==> config.mk <==
export PLATFORM = sky130hd
export DESIGN_NAME = ppio_ctrl
export DESIGN_NICKNAME = d
export VERILOG_FILES = /design/src/rtl/ppio_pkg.sv /design/src/rtl/ppio_bus_if.sv /design/src/rtl/ppio_cfg_reg.sv /design/src/rtl/ppio_latch.sv /design/src/rtl/ppio_rd_path.sv /design/src/rtl/ppio_ctrl.sv
export SDC_FILE = /design/constraint.sdc
export NUM_CORES = 1
export LEC_CHECK = 0
export CORE_ASPECT_RATIO = 0.6
export CORE_MARGIN = 4
export CORE_UTILIZATION = 25
export DETAILED_ROUTE_END_ITERATION = 7
export MAX_ROUTING_LAYER = met4
export PLACE_DENSITY_LB_ADDON = 0.25
export SETUP_SLACK_MARGIN = 0.3
export SLEW_MARGIN = 20
export SYNTH_ARGS = -nofsm -noshare
export SYNTH_HDL_FRONTEND = slang
export SYNTH_HIERARCHICAL = 1
export SYNTH_SLANG_ARGS = --single-unit
==> constraint.sdc <==
create_clock -name clk -period 2 [get_ports clk]
set_input_delay 0.2 -clock clk [delete_from_list [all_inputs] [get_ports clk]]
set_output_delay 0.2 -clock clk [all_outputs]
set_load 0.005 [all_outputs]
==> src/rtl/ppio_pkg.sv <==
package ppio_pkg;

    // Stored configuration of both port groups
    typedef struct packed {
        logic [1:0] grpa_mode;   // 0, 1 or 2
        logic       pa_in;       // 1 = port A input
        logic       pcu_in;      // 1 = port C upper half input
        logic       grpb_mode;   // 0 or 1
        logic       pb_in;       // 1 = port B input
        logic       pcl_in;      // 1 = port C lower half input
    } cfg_t;

    localparam cfg_t CFG_RESET = '{grpa_mode: 2'b00, pa_in: 1'b1, pcu_in: 1'b1,
                                   grpb_mode: 1'b0, pb_in: 1'b1, pcl_in: 1'b1};

    typedef enum logic [1:0] {
        SEL_PA  = 2'd0,
        SEL_PB  = 2'd1,
        SEL_PC  = 2'd2,
        SEL_CTL = 2'd3
    } sel_e;

    localparam int NUM_TARGETS = 4;
    localparam int NUM_PORTS   = 3;

endpackage

==> src/rtl/ppio_bus_if.sv <==
module ppio_bus_if
    import ppio_pkg::*;
(
    input  logic                   cs_n,
    input  logic                   rd_n,
    input  logic                   wr_n,
    input  logic [1:0]             addr,
    output logic [NUM_TARGETS-1:0] wr_en,
    output logic                   rd_en,
    output sel_e                   rd_sel
);

    logic wr_any;

    assign wr_any = !cs_n && !wr_n;
    assign rd_en  = !cs_n && !rd_n;
    assign rd_sel = sel_e'(addr);

    for (genvar t = 0; t < NUM_TARGETS; t++) begin : g_wr_dec
        assign wr_en[t] = wr_any && (addr == 2'(t));
    end

endmodule

==> src/rtl/ppio_cfg_reg.sv <==
module ppio_cfg_reg
    import ppio_pkg::*;
#(
    parameter int DATA_W = 8,
    localparam int SEL_W = $clog2(DATA_W)
) (
    input  logic              clk,
    input  logic              rst_n,
    input  logic              ctl_wr,
    input  logic [DATA_W-1:0] wdata,
    output cfg_t              cfg,
    output logic              cfg_load,
    output logic              bit_cmd,
    output logic [SEL_W-1:0]  bit_idx,
    output logic              bit_val
);

    typedef struct packed {
        cfg_t cfg;
    } state_t;

    state_t st_d, st_q;

    // Top bit tells the two command kinds apart
    assign cfg_load = ctl_wr &&  wdata[DATA_W-1];
    assign bit_cmd  = ctl_wr && !wdata[DATA_W-1];
    assign bit_idx  = wdata[SEL_W:1];
    assign bit_val  = wdata[0];

    always_comb begin
        st_d = st_q;
        if (cfg_load) begin
            st_d.cfg.grpa_mode = wdata[6] ? 2'b10 : {1'b0, wdata[5]};
            st_d.cfg.pa_in     = wdata[4];
            st_d.cfg.pcu_in    = wdata[3];
            st_d.cfg.grpb_mode = wdata[2];
            st_d.cfg.pb_in     = wdata[1];
            st_d.cfg.pcl_in    = wdata[0];
        end
    end

    always_ff @(posedge clk) begin
        if (!rst_n) begin
            st_q.cfg <= CFG_RESET;
        end else begin
            st_q <= st_d;
        end
    end

    assign cfg = st_q.cfg;

endmodule

==> src/rtl/ppio_latch.sv <==
module ppio_latch #(
    parameter int DATA_W = 8,
    localparam int SEL_W = $clog2(DATA_W)
) (
    input  logic              clk,
    input  logic              rst_n,
    input  logic              clr,
    input  logic              wr,
    input  logic [DATA_W-1:0] wdata,
    input  logic              bit_en,
    input  logic [SEL_W-1:0]  bit_idx,
    input  logic              bit_val,
    output logic [DATA_W-1:0] q
);

    typedef struct packed {
        logic [DATA_W-1:0] val;
    } state_t;

    state_t st_d, st_q;

    always_comb begin
        st_d = st_q;
        if (clr) begin
            st_d.val = '0;
        end else if (wr) begin
            st_d.val = wdata;
        end else if (bit_en) begin
            st_d.val[bit_idx] = bit_val;
        end
    end

    always_ff @(posedge clk) begin
        if (!rst_n) begin
            st_q.val <= '0;
        end else begin
            st_q <= st_d;
        end
    end

    assign q = st_q.val;

endmodule

==> src/rtl/ppio_rd_path.sv <==
module ppio_rd_path
    import ppio_pkg::*;
#(
    parameter int DATA_W = 8,
    localparam int HALF_W = DATA_W / 2
) (
    input  logic              clk,
    input  logic              rst_n,
    input  logic              rd_en,
    input  sel_e              rd_sel,
    input  cfg_t              cfg,
    input  logic [DATA_W-1:0] pa_lat,
    input  logic [DATA_W-1:0] pb_lat,
    input  logic [DATA_W-1:0] pc_lat,
    input  logic [DATA_W-1:0] pa_pins,
    input  logic [DATA_W-1:0] pb_pins,
    input  logic [DATA_W-1:0] pc_pins,
    output logic [DATA_W-1:0] rdata
);

    typedef struct packed {
        logic [DATA_W-1:0] data;
    } state_t;

    state_t st_d, st_q;
    logic [DATA_W-1:0] view_a, view_b, view_c;

    assign view_a = cfg.pa_in ? pa_pins : pa_lat;
    assign view_b = cfg.pb_in ? pb_pins : pb_lat;
    assign view_c = {cfg.pcu_in ? pc_pins[DATA_W-1:HALF_W] : pc_lat[DATA_W-1:HALF_W],
                     cfg.pcl_in ? pc_pins[HALF_W-1:0]      : pc_lat[HALF_W-1:0]};

    always_comb begin
        st_d      = st_q;
        st_d.data = '0;
        if (rd_en) begin
            case (rd_sel)
                SEL_PA:  st_d.data = view_a;
                SEL_PB:  st_d.data = view_b;
                SEL_PC:  st_d.data = view_c;
                default: st_d.data = '0;
            endcase
        end
    end

    always_ff @(posedge clk) begin
        if (!rst_n) begin
            st_q.data <= '0;
        end else begin
            st_q <= st_d;
        end
    end

    assign rdata = st_q.data;

endmodule

==> src/rtl/ppio_ctrl.sv <==
module ppio_ctrl
    import ppio_pkg::*;
#(
    parameter int DATA_W = 8
) (
    input  logic              clk,
    input  logic              rst_n,
    input  logic              cs_n,
    input  logic              rd_n,
    input  logic              wr_n,
    input  logic [1:0]        addr,
    input  logic [DATA_W-1:0] wdata,
    output logic [DATA_W-1:0] rdata,
    input  logic [DATA_W-1:0] pa_pins_in,
    output logic [DATA_W-1:0] pa_out,
    output logic [DATA_W-1:0] pa_oe,
    input  logic [DATA_W-1:0] pb_pins_in,
    output logic [DATA_W-1:0] pb_out,
    output logic [DATA_W-1:0] pb_oe,
    input  logic [DATA_W-1:0] pc_pins_in,
    output logic [DATA_W-1:0] pc_out,
    output logic [DATA_W-1:0] pc_oe,
    output logic [1:0]        grpa_mode,
    output logic              grpb_mode
);

    localparam int SEL_W  = $clog2(DATA_W);
    localparam int HALF_W = DATA_W / 2;

    logic [NUM_TARGETS-1:0] wr_en;
    logic                   rd_en;
    sel_e                   rd_sel;
    cfg_t                   cfg;
    logic                   cfg_load;
    logic                   bit_cmd;
    logic [SEL_W-1:0]       bit_idx;
    logic                   bit_val;
    logic [DATA_W-1:0]      lat [NUM_PORTS];

    ppio_bus_if u_bus (
        .cs_n   (cs_n),
        .rd_n   (rd_n),
        .wr_n   (wr_n),
        .addr   (addr),
        .wr_en  (wr_en),
        .rd_en  (rd_en),
        .rd_sel (rd_sel)
    );

    ppio_cfg_reg #(.DATA_W(DATA_W)) u_cfg (
        .clk      (clk),
        .rst_n    (rst_n),
        .ctl_wr   (wr_en[SEL_CTL]),
        .wdata    (wdata),
        .cfg      (cfg),
        .cfg_load (cfg_load),
        .bit_cmd  (bit_cmd),
        .bit_idx  (bit_idx),
        .bit_val  (bit_val)
    );

    // One latch per port; only port C takes single-bit commands
    for (genvar p = 0; p < NUM_PORTS; p++) begin : g_lat
        ppio_latch #(.DATA_W(DATA_W)) u_lat (
            .clk     (clk),
            .rst_n   (rst_n),
            .clr     (cfg_load),
            .wr      (wr_en[p]),
            .wdata   (wdata),
            .bit_en  (bit_cmd && (p == int'(SEL_PC))),
            .bit_idx (bit_idx),
            .bit_val (bit_val),
            .q       (lat[p])
        );
    end

    ppio_rd_path #(.DATA_W(DATA_W)) u_rd (
        .clk     (clk),
        .rst_n   (rst_n),
        .rd_en   (rd_en),
        .rd_sel  (rd_sel),
        .cfg     (cfg),
        .pa_lat  (lat[SEL_PA]),
        .pb_lat  (lat[SEL_PB]),
        .pc_lat  (lat[SEL_PC]),
        .pa_pins (pa_pins_in),
        .pb_pins (pb_pins_in),
        .pc_pins (pc_pins_in),
        .rdata   (rdata)
    );

    assign pa_out    = lat[SEL_PA];
    assign pb_out    = lat[SEL_PB];
    assign pc_out    = lat[SEL_PC];
    assign pa_oe     = {DATA_W{!cfg.pa_in}};
    assign pb_oe     = {DATA_W{!cfg.pb_in}};
    assign pc_oe     = {{HALF_W{!cfg.pcu_in}}, {HALF_W{!cfg.pcl_in}}};
    assign grpa_mode = cfg.grpa_mode;
    assign grpb_mode = cfg.grpb_mode;

endmodule

==> results of run 1 <==
[sequential cells by signal (all words and copies together) (netlist names)]
name	count
u_rd/rdata	8
u_cfg/cfg	7
g_lat.u_lat/q	24
[final cells by class]
type                            count  area, um2  area share, %
Antenna cell                        1       2.50         0.0639
Clock buffer                        8        156           4.00
Inverter                            8       30.0          0.767
Multi-Input combinational cell    195       1570           40.2
Sequential cell                    39        782           20.0
Tap cell                          135        169           4.32
Timing Repair Buffer              125       1200           30.7
[power groups by stage]
stage	logic [W]	clock network, W	registers [W]
after floorplan	0.000188	0	0.000847
after global placement	0.000413	0	0.000853
after detailed placement	0.000416	0	0.000853
after CTS	0.000423	0.000862	0.000836
after global routing	0.000462	0.000891	0.000840
final	0.000430	0.000847	0.000835
[worst min path at each step]
stage,slack (ns),start,endpoint,depth (start not counted)
global route,0.60,u_cfg/cfg[1],u_cfg/cfg[1],2
detailed placement,0.61,g_lat[1].u_lat/q[6],g_lat[1].u_lat/q[6],2
finish,0.51,wdata[2],g_lat[2].u_lat/q[2],3
floorplan,0.26,rst_n,u_cfg/cfg[1],1
global placement,0.60,g_lat[1].u_lat/q[3],g_lat[1].u_lat/q[3],2
CTS,0.62,g_lat[1].u_lat/q[6],g_lat[1].u_lat/q[6],2
[per-layer routing]
layer  global-route usage [%]  share of wire (%)  vias up
li1                         -                  -     1186
met4                     1.97               0.38        0
met1                     22.1                 53     1186
met5                        -                  0        -
met3                     3.84                6.1        4
met2                     20.2                 41       72
[cells by family (layout without fill, tap and decap cells)]
group | count (synthesis) | after routing | synth area share [%]
flip-flops | 39 | 39 | 30.8
other | 1 | 17 | 0.148
buffers and inverters | 44 | 141 | 12.1
AND/OR/NAND/NOR | 105 | 105 | 28.9
AO/OA/AOI/OAI | 50 | 50 | 16.2
multiplexers | 24 | 24 | 11.8
[stage by stage]
stage | cells | utilization, % | setup TNS (ns) | power [W] | hold slack [ns]
final | 511 | 39.6 | 0 | 0.00211 | 0.512
after global routing | 511 | 39.6 | 0 | 0.00219 | 0.602
after CTS | 507 | 38.9 | 0 | 0.00212 | 0.617
after detailed placement | 499 | 37.1 | -0.189 | 0.00127 | 0.609
after global placement | 499 | 37.1 | -0.000324 | 0.00127 | 0.602
after floorplan | 278 | - | 0 | 0.00103 | 0.265
[cells in the final DEF, fill, tap and decap left out, types with 11 or more instances in the layout]
master,count
clkdlybuf4s50_1,92
dfxtp_1,38
nor2b_1,26
buf_4,26
nor3_1,23
conb_1,16
mux2_2,15
a2111oi_1,12
a2111oi_0,11
[synth_stat cells (all sizes together), types with 8 or more instances]
cell type  instances  area [um2]
a2111oi           24         221
a21oi              8        40.0
a22oi              8        60.1
and4b             10         104
and4bb            10         125
buf               35         273
dfxtp             39         781
inv                8        30.0
mux2              24         300
nand2              9        33.8
nor2b             27         169
nor3              24         120
[repair_timing]
action | CTS | global route
endpoints found under the setup margin | 9 | 26
setup buffers | 0 | 3
resized for setup | 5 | 16
pin swaps | 7 | 3
hold buffers | 0 | 0
[worst min-delay path, stage by stage]
cell and delay, ns:
dlymetal6s2s_1 0.30, nor2b_1 0.18, a2111oi_1 0.06
==> summary.md, run 1 <==
| Metric | Value |
|---|---|
| Status | finished, final reports clean |
| Fillers | 996 |
| Die Width | 138 um |
| GRT Residual Overflow | 0 |
| CP bufs+invs | 2 |
| Initial Utilization | between 20% and 30% |
| Largest delay share family, worst path | buffers and inverters |
| RSZ-0062 raised after global routing | no |
| Synth async-reset ratio | 0% |
| # rows | 28 |
| DRC | 0 |
| Worst slack, placed | -0.0415 ns |
| Cells after synthesis | 263 |
| Core region area | 9880 um2 |
| Ys Warns | 6 |
| Hold Vio Cnt, Final | 0 |
| Yosys reg bits | 39 |
| Cells along the critical path | inv_1 > clkdlybuf4s50_1 |
| 1st-iter DRT viols | 183 |
| Synth Cell Area | 2540 um2 |
| Post-Syn Area per Cell | 9.65 um2 |
| Design Area, Final | 3910 um2 |
| Vias per cell | roughly 4.8 |
| Launch point of the worst path | u_cfg/cfg[3] |
| Final worst-path cycle share | 79.7% |
| Antenna violations before repair | 1 |
| Worst slew margin | a little under three fifths |
| Final Net Count | just over 400 |
| Worst setup SP type | flop |
| Crit path kind | flop to output pin |
| Total GRT Usage | between 10% and 20% |
| Placed instance area | between 3000 and 4000 um2 |
| Combinational fraction of design power | a little over 20% |
| Pwr/cell area | 540 nW/um2 |
| Vias in the first global route | 2,363 |
| Switching pwr | 0.000528 W |
| H-tree depth | 2 |
| FF-to-FF setup slack | about 0.56 ns |
| Maximum clock frequency | 0.627 GHz |
| Via count | 2,448 |
| Switching Share | between 20% and 30% |
| Largest net degree at the start of global routing | 18 |
| Root buf cell | clkbuf_16 |
| Clock sinks | 39 |
| Avg WL per Cell | 17.3 um |
| Pre-antenna DRT Iters | 4 |
| Io pins | 98 |
| Latest clock arrival within the worst-skew pair | 0.28 ns |
| Port Buffers | slightly below 100 |
| Origin of the critical flop-to-flop path | u_cfg/cfg[4] |
| Clock power share | between 40% and 50% |
| Post-synth EDFFs | 0 |
| Slowest stage delay, CP | 0.51 ns |
| Setup violators final | 0 |
| Post-DP HPWL | 6.73 mm |
| Max VDD drop | 322 uV |
| Worst Setup EP | pc_oe[4] |
| Internal power | 0.00158 W |
| Post-synth cell types | 36 |
| Leak | between 1.5 and 2 nW |
| CTS Buf Count | 5 |
| CP endpoint kind | output pin |
| Max-slew violation count | 0 |
| WP data arrival | 1.39 ns |
| Final Worst Setup Slack | 0.406 ns |
| DIE HEIGHT | 86.1 um |
| CTS clk-pin slew, worst paths | 0.06 ns |
| Flop pwr share | 39.5% |
| Hold Crit Class | primary input to flop |
| Drt total wl | slightly below 9 mm |
| Crit-path max FO | 6 |
| Area grow syn2layout | 54.2% |
| First-pass GRT wire length | 13.4 mm |
| Worst R2R End | u_rd/rdata[7] |
| CP required | 1.80 ns |
| Crit path max-delay cell type | dfxtp_1 |
| Clock Skews | between 0.006 and 0.007 ns |
| GPL Wtd Cong | 0.867 |
| Crit path time final | 1.59 ns |
| Die area | 11,900 um2 |
| Register-to-Register Path Depth | 4 |
| Worst slew pin tran | 0.654 ns |
| Share of layout cells above drive strength 1 | 21.9% |
| Maxcap violations | 0 |
| CTS max path bufs | 2 |
| Synth Flop Type | dfxtp_1 |
| Stages on worst setup path | 2 |
| CTS tree | built |
| Seq/Total Area, Yosys | 30.8% |
| Routed Antenna Nets | 0 |
(Power assumes the default switching activity.)
==> inputs of run 2 (changes only) <==
==> constraint.sdc (replaced) <==
create_clock -name clk -period 1.3 [get_ports clk]
set_input_delay 0.13 -clock clk [delete_from_list [all_inputs] [get_ports clk]]
set_output_delay 0.13 -clock clk [all_outputs]
set_load 0.005 [all_outputs]
==> run 2 against run 1 <==
Effect of this change:
- count of clock-buffer cells in the layout down 2
- clock skew down 0.0015 ns
- sequential share of layout area down 3.0 points
- final cell count up 10%
- critical path depth up 4
- global-route usage up 2.5 points
- sequential power up 54%
- largest cell class unchanged
==> summary.md, run 2 (same netlist as run 1, synthesis figures left out) <==
| Metric | Value |
|---|---|
| Status | finished, final reports clean (unchanged) |
| WP data arrival | 1.42 ns (was 1.39 ns) |
| Antenna violations before repair | 0 (was 1) |
| CP endpoint kind | flop (was output pin) |
| Max-slew violation count | 0 (unchanged) |
| Final Net Count | 466 (was 413) |
| Origin of the critical flop-to-flop path | u_cfg/cfg[4] (unchanged) |
| Register-to-Register Path Depth | 4 (unchanged) |
| Flop pwr share | 37.1% (was 39.5%) |
| Fillers | 917 (was 996) |
| Max reg flops | 24 (unchanged) |
| Hold Vio Cnt, Final | 0 (unchanged) |
| Slowest stage delay, CP | 0.34 ns (was 0.51 ns) |
| Crit path kind | primary input to flop (was flop to output pin) |
| Maximum clock frequency | 0.802 GHz |
| Vias in the first global route | 2,719 (was 2,363) |
| Crit path max-delay cell type | and4bb_4 (was dfxtp_1) |
| RSZ-0062 raised after global routing | yes (was no) |
| Pwr/cell area | 711 nW/um2 (was 540 nW/um2) |
| DRC | 0 (unchanged) |
| Switching Share | 28.2% (was 25.0%) |
| Leak | 2.05 nW (was 1.55 nW) |
| Largest delay share family, worst path | simple AND/OR/NAND/NOR gates (was buffers and inverters) |
| Largest net degree at the start of global routing | 17 (was 18) |
| GRT Residual Overflow | 0 (unchanged) |
| Worst Hold Endpoint | u_rd/rdata[2] (was g_lat[2].u_lat/q[2]) |
| Min-delay src | cs_n (was wdata[2]) |
| Via count | 2,729 (was 2,448) |
| First-pass GRT wire length | 15.5 mm (was 13.4 mm) |
| CTS Hold Bufs | 0 (unchanged) |
| WHS | 0.338 ns (was 0.512 ns) |
| Latest clock arrival within the worst-skew pair | 0.29 ns (was 0.28 ns) |
| Routed Antenna Nets | 0 (unchanged) |
| Io pins | 98 (unchanged) |
| Hold Crit Class | primary input to flop (unchanged) |
| Hold Crit Depth | 5 (was 3) |
| Avg WL per Cell | 18.5 um (was 17.3 um) |
| Clock sinks | 39 (unchanged) |
| Worst slew margin | 18.5% (was 56.2%) |
| CTS tree | built (unchanged) |
| Maxcap violations | 0 (unchanged) |
| Die area | 11,900 um2 (unchanged) |
| Drt total wl | 10.4 mm (was 8.86 mm) |
| Root buf cell | clkbuf_16 (unchanged) |
| Switching pwr | 0.000977 W (was 0.000528 W) |
| Commonest non-fill, non-tap cells in the layout | buf_4, buf_6, dfxtp_2, clkdlybuf4s50_1, clkdlybuf4s15_1 (was clkdlybuf4s50_1, dfxtp_1, nor2b_1, buf_4, nor3_1) |
| CTS max path bufs | 2 (unchanged) |
| Worst R2R End | u_rd/rdata[7] (unchanged) |
| Combinational fraction of design power | 26.4% (was 20.4%) |
| Port Buffers | 97 (unchanged) |
| Final worst-path cycle share | 95.9% |
| Share of layout cells above drive strength 1 | 60.9% (was 21.9%) |
| Max VDD drop | 451 uV (was 322 uV) |
| # rows | 28 (unchanged) |
| Worst slew pin tran | 1.22 ns (was 0.654 ns) |
| Clock Skews | 0.00507 ns (was 0.00658 ns) |
| Area grow syn2layout | 92.1% (was 54.2%) |
| CP bufs+invs | 1 (was 2) |
| Crit-path max FO | 8 (was 6) |
| Crit path time final | 1.25 ns |
| GPL Wtd Cong | 0.809 (was 0.867) |
| Core region area | 9880 um2 (unchanged) |
| Placed instance area | 3880 um2 (was 3660 um2) |
| Diodes inserted | 0 (was 1) |
| Vias per cell | 4.86 (was 4.79) |
| Total GRT Usage | 17.3% (was 14.8%) |
| Design Area, Final | 4880 um2 (was 3910 um2) |
| PnR Total Power | 0.00347 W (was 0.00211 W) |
| CTS Buf Count | 5 (unchanged) |
| Util after Layout | 49.4% (was 39.6%) |
| CP required | 1.48 ns (was 1.80 ns) |
| Worst setup SP type | primary input (was flop) |
| Post-DP HPWL | 6.90 mm (was 6.73 mm) |
| H-tree depth | 2 (unchanged) |
| Die Width | 138 um (unchanged) |
| 1st-iter DRT viols | 136 (was 183) |
| Setup violators final | 0 (unchanged) |
| DIE HEIGHT | 86.1 um (unchanged) |
| Commonest non-fill, non-tap cell in the layout | buf_4 (was clkdlybuf4s50_1) |
| Worst slack, placed | -0.722 ns (was -0.0415 ns) |
| Clock power share | 36.6% (was 40.1%) |
| Internal power | 0.00249 W (was 0.00158 W) |
| Final Worst Setup Slack | 0.0534 ns (was 0.406 ns) |
| Initial Utilization | 25.7% (unchanged) |
| Cells along the critical path | buf_6 > and4bb_4 > nor2b_4 > and4b_1 > nor3_2 > a2111oi_2 (was inv_1 > clkdlybuf4s50_1) |
| CTS clk-pin slew, worst paths | 0.06 ns (about the same) |
| FF-to-FF setup slack | 0.06 ns (was 0.56 ns) |
| Launch point of the worst path | wr_n (was u_cfg/cfg[3]) |
| Pre-antenna DRT Iters | 4 (unchanged) |
## run 2: changes by cell type in the layout (fill, tap and decap cells not counted), sizes merged
| cell | previous run | this run |
|---|---|---|
| clkbuf | 8 | 15 |
| buf | 28 | 110 |
| clkinv | 0 | 1 |
| dlymetal6s2s | 5 | 1 |
| clkdlybuf4s15 | 0 | 20 |
| clkdlybuf4s50 | 92 | 25 |
| diode | 1 | 0 |
| dlygate4sd2 | 0 | 13 |
## run 2: worst register-to-register path, cell delays in order, from the launching register on
cell     delay [ns]
dfxtp_4        0.40
buf_12         0.12
mux2_4         0.32
a22oi_2        0.19
a21oi_1        0.09
## run 2: final cells by class
type	instances	area [um2]	share of cell area (%)
Sequential cell	39	827	17.0
Timing Repair Buffer	178	1670	34.3
Clock inverter	1	5.00	0.103
Inverter	8	52.6	1.08
Clock buffer	6	139	2.85
Tap cell	135	169	3.46
Multi-Input combinational cell	195	2010	41.2
## run 2: worst max path at each step
| stage | to | slack [ns] | cells past startpoint |
|---|---|---|---|
| 2_1_floorplan | g_lat[2].u_lat/q[0] | -0.08 | 6 |
| 6_report | g_lat[2].u_lat/q[3] | 0.05 | 6 |
| 4_1_cts | g_lat[2].u_lat/q[3] | -0.009 | 6 |
| 3_5_place_dp | g_lat[2].u_lat/q[6] | -0.72 | 5 |
| 5_1_grt | g_lat[2].u_lat/q[3] | 0.002 | 6 |
| 3_3_place_gp | g_lat[2].u_lat/q[4] | -0.58 | 6 |
## run 2: timing repair
action	4_1_cts	5_1_grt
pin swaps	26	23
setup buffers	25	11
cloned	4	2
endpoints found under the setup margin	98	68
gates resized for setup	302	81
## run 2: routing by layer
layer	track usage, %	wire [um]	vias to the layer above	share of wire (%)
met5	-	0	-	0
met4	3.95	51	0	0.49
met3	3.51	695	5	6.7
met2	24.5	4560	96	44
met1	25.2	5090	1328	49
li1	-	-	1300	-
## run 2: power groups by stage
| stage | Sequential (W) | Clock, W | Combinational (W) |
|---|---|---|---|
| 2_1_floorplan | 0.00130 | 0 | 0.000306 |
| 3_3_place_gp | 0.00131 | 0 | 0.000693 |
| 3_5_place_dp | 0.00131 | 0 | 0.000701 |
| 4_1_cts | 0.00128 | 0.00128 | 0.000809 |
| 5_1_grt | 0.00129 | 0.00132 | 0.000975 |
| 6_report | 0.00129 | 0.00127 | 0.000914 |
## run 2: per-stage QoR
step                      setup TNS (ns)  cells
after floorplan                   -0.440    278
after global placement            -15.59    513
after detailed placement          -17.83    513
after CTS                       -0.00912    549
after global routing                   0    562
final                                  0    562
==> inputs of run 3 (changes only) <==
--- a/config.mk
+++ b/config.mk
@@ -6,8 +6,7 @@
 export NUM_CORES = 1
 export LEC_CHECK = 0
 export CORE_ASPECT_RATIO = 0.6
-export CORE_MARGIN = 4
-export CORE_UTILIZATION = 25
+export CORE_UTILIZATION = 40
 export DETAILED_ROUTE_END_ITERATION = 7
 export MAX_ROUTING_LAYER = met4
 export PLACE_DENSITY_LB_ADDON = 0.25
==> run 3 against run 2 <==
Effect of this change:
- the run now ends with negative setup slack left
- sequential cell count unchanged
- via count rose by 11%
- non-clock buffer count up 18
- register-to-register slack worse by 0.10 ns
- power shrank 2.2%
- hold slack better by 0.023 ns
- clock skew up 0.0036 ns
- combinational power rose by 14%
- maximum frequency shrank 9.7%
- worst setup slack lost 0.13 ns
- final cell count is 5.5% lower
- critical path type unchanged
- critical endpoint is now g_lat[2].u_lat/q[6]
- highest routed layer unchanged
==> summary.md, run 3 (same netlist as run 1, synthesis figures left out) <==
| Metric | Value |
|---|---|
| Largest net degree at the start of global routing | 15 (was 17) |
| Crit-path max FO | 8 (unchanged) |
| Launch point of the worst path | addr[1] (was wr_n) |
| Layout Cells excl Fill | 531 (was 562) |
| CTS Hold Bufs | 0 (unchanged) |
| Routed Antenna Nets | 0 (unchanged) |
| Maxcap violations | 0 (unchanged) |
| DRC | 0 (unchanged) |
| WHS | 0.361 ns (was 0.338 ns) |
| Met2 usage | 48.3% (was 24.5%) |
| Die area | 6680 um2 (was 11,900 um2) |
| Via count | 3,033 (was 2,729) |
| Post-Place Cells | 459 (was 513) |
| Min-delay src | wdata[6] (was cs_n) |
| Pre-antenna DRT Iters | 6 (was 4) |
| DIE HEIGHT | 63.7 um (was 86.1 um) |
| Failing checks | negative setup slack |
| Port Buffers | 97 (unchanged) |
| Area grow syn2layout | 98.7% (was 92.1%) |
| CP required | 1.49 ns (was 1.48 ns) |
| GPL Wtd Cong | 0.832 (was 0.809) |
| 1st-iter DRT viols | 316 (was 136) |
| GRT busiest layer | met2 (was met1) |
| Worst setup SP type | primary input (unchanged) |
| CTS clk-pin slew, worst paths | 0.09 ns (was 0.06 ns) |
| CP endpoint kind | flop (unchanged) |
| Slowest stage delay, CP | 0.41 ns (was 0.34 ns) |
| Crit path kind | primary input to flop (unchanged) |
| Io pins | 98 (unchanged) |
| Commonest non-fill, non-tap cells in the layout | buf_4, buf_6, clkdlybuf4s50_1 (was buf_4, buf_6, dfxtp_2, clkdlybuf4s50_1, clkdlybuf4s15_1) |
| CTS tree | built (unchanged) |
| Latest clock arrival within the worst-skew pair | 0.31 ns (was 0.29 ns) |
| Max VDD drop | 471 uV (was 451 uV) |
| Setup violators final | 6 (was 0) |
| Max reg flops | 24 (unchanged) |
| Origin of the critical flop-to-flop path | u_cfg/cfg[4] (unchanged) |
| RSZ-0062 raised after global routing | yes (unchanged) |
| Crit path time final | 1.38 ns (was 1.25 ns) |
| Worst slew margin | 26.8% (was 18.5%) |
| CTS Buf Count | 5 (unchanged) |
| Final Net Count | 484 (was 466) |
| Die Width | 105 um (was 138 um) |
| Vias per cell | 5.71 (was 4.86) |
| Share of layout cells above drive strength 1 | 63.0% (was 60.9%) |
| FF-to-FF setup slack | -0.04 ns (was 0.06 ns) |
| Final Worst Setup Slack | -0.0806 ns (was 0.0534 ns) |
| # rows | 22 (was 28) |
| Commonest non-fill, non-tap cell in the layout | buf_4 (unchanged) |
| CTS max path bufs | 2 (unchanged) |
| Antenna violations before repair | 1 (was 0) |
| Status | finished, violations left (was finished, final reports clean) |
| Met3 usage in global routing | 5.28% (was 3.51%) |
| Met1 Use GR | 39.6% (was 25.2%) |
| Initial Utilization | 41.5% (was 25.7%) |
| Total GRT Usage | 29.9% (was 17.3%) |
| Vias in the first global route | 2,876 (was 2,719) |
| PnR Total Power | 0.00339 W (was 0.00347 W) |
| Drt total wl | 11.2 mm (was 10.4 mm) |
| First-pass GRT wire length | 15.1 mm (was 15.5 mm) |
| Avg WL per Cell | 21.1 um (was 18.5 um) |
| Worst slew pin tran | 1.09 ns (was 1.22 ns) |
| Core region area | 6110 um2 (was 9880 um2) |
| Max-slew violation count | 0 (unchanged) |
| Maximum clock frequency | 0.724 GHz (was 0.802 GHz) |
| Crit path max-delay cell type | a2111oi_4 (was and4bb_4) |
| Leak | 2.11 nW (was 2.05 nW) |
| Clock Skews | 0.00866 ns (was 0.00507 ns) |
| Hold Crit Class | primary input to flop (unchanged) |
| Clock sinks | 39 (unchanged) |
| WP data arrival | 1.57 ns (was 1.42 ns) |
| Post-DP HPWL | 5.73 mm (was 6.90 mm) |
| Cells along the critical path | buf_2 > and4bb_2 > buf_4 > buf_6 > and2_4 > nand2b_4 > a2111oi_4 (was buf_6 > and4bb_4 > nor2b_4 > and4b_1 > nor3_2 > a2111oi_2) |
| Final worst-path cycle share | 106% (was 95.9%) |
| Hold Vio Cnt, Final | 0 (unchanged) |
| GRT Residual Overflow | 0 (unchanged) |
| H-tree depth | 2 (unchanged) |
| Root buf cell | clkbuf_8 (was clkbuf_16) |
| Pwr/cell area | 673 nW/um2 (was 711 nW/um2) |
==> run 3: changes by cell type in the layout (fill, tap and decap cells not counted), moves of 6 or more <==
cell / before / now
nor2b_1: 11 / 18
clkbuf_16: 6 / 0
nor3_1: 14 / 8
dlygate4sd2_1: 13 / 7
a2111oi_4: 8 / 14
buf_6: 39 / 51
clkdlybuf4s15_1: 18 / 28
nor2b_4: 11 / 4
nor3_2: 8 / 15
buf_4: 54 / 63
clkbuf_2: 8 / 2
==> run 3: worst paths after layout <==
kind / endpoint / depth (start not counted)
max: g_lat[2].u_lat/q[6] / 7
min: g_lat[1].u_lat/q[6] / 3
max reg2reg: u_rd/rdata[7] / 5
min reg2reg: u_cfg/cfg[6] / 2
==> run 3: power breakdown <==
part           switching (W)  internal (W)  total (W)
clock               0.000511      0.000572    0.00108
combinational       0.000477      0.000558    0.00104
sequential         0.0000319       0.00124    0.00127
==> run 3: worst max-delay path, delay by kind of cell <==
family,cells,cell delay [ns]
buffers and inverters,3,0.35
AND/OR/NAND/NOR,3,0.67
AO/OA/AOI/OAI,1,0.41
==> run 3: final cells by class <==
| class | count | area (um2) |
|---|---|---|
| multi-input cells | 195 | 2090 |
| flip-flops and latches | 39 | 831 |
| inverters | 8 | 60.1 |
| well taps | 84 | 105 |
| repair buffers | 196 | 1850 |
| diodes | 1 | 2.50 |
| clock buffers | 5 | 68.8 |
| clock inverters | 3 | 43.8 |
| fillers | 327 | 1070 |
==> run 3: through the flow <==
step	setup TNS (ns)	area, um2	setup WS (ns)	util [%]
final	-0.162	5040	-0.0806	82.6
after global routing	-0.408	5040	-0.0904	82.6
after CTS	0	4720	0.0147	77.2
after detailed placement	-15.82	3770	-0.670	61.7
after global placement	-14.54	3770	-0.557	61.7
after floorplan	-0.440	2690	-0.0761	-
==> run 3: routing by layer <==
metal  up-vias  routed length, um
met5         -                  0
met4         0                269
met3        40                868
met2       178               5080
met1      1485               4990
li1       1330                  -
==> run 3: what timing repair did <==
action | CTS | global route
resized for setup | 313 | 71
pin swaps | 17 | 16
hold endpoints to repair | 0 | 0
setup endpoints to repair | 98 | 66
setup buffers | 48 | 10
cloned | 4 | 0
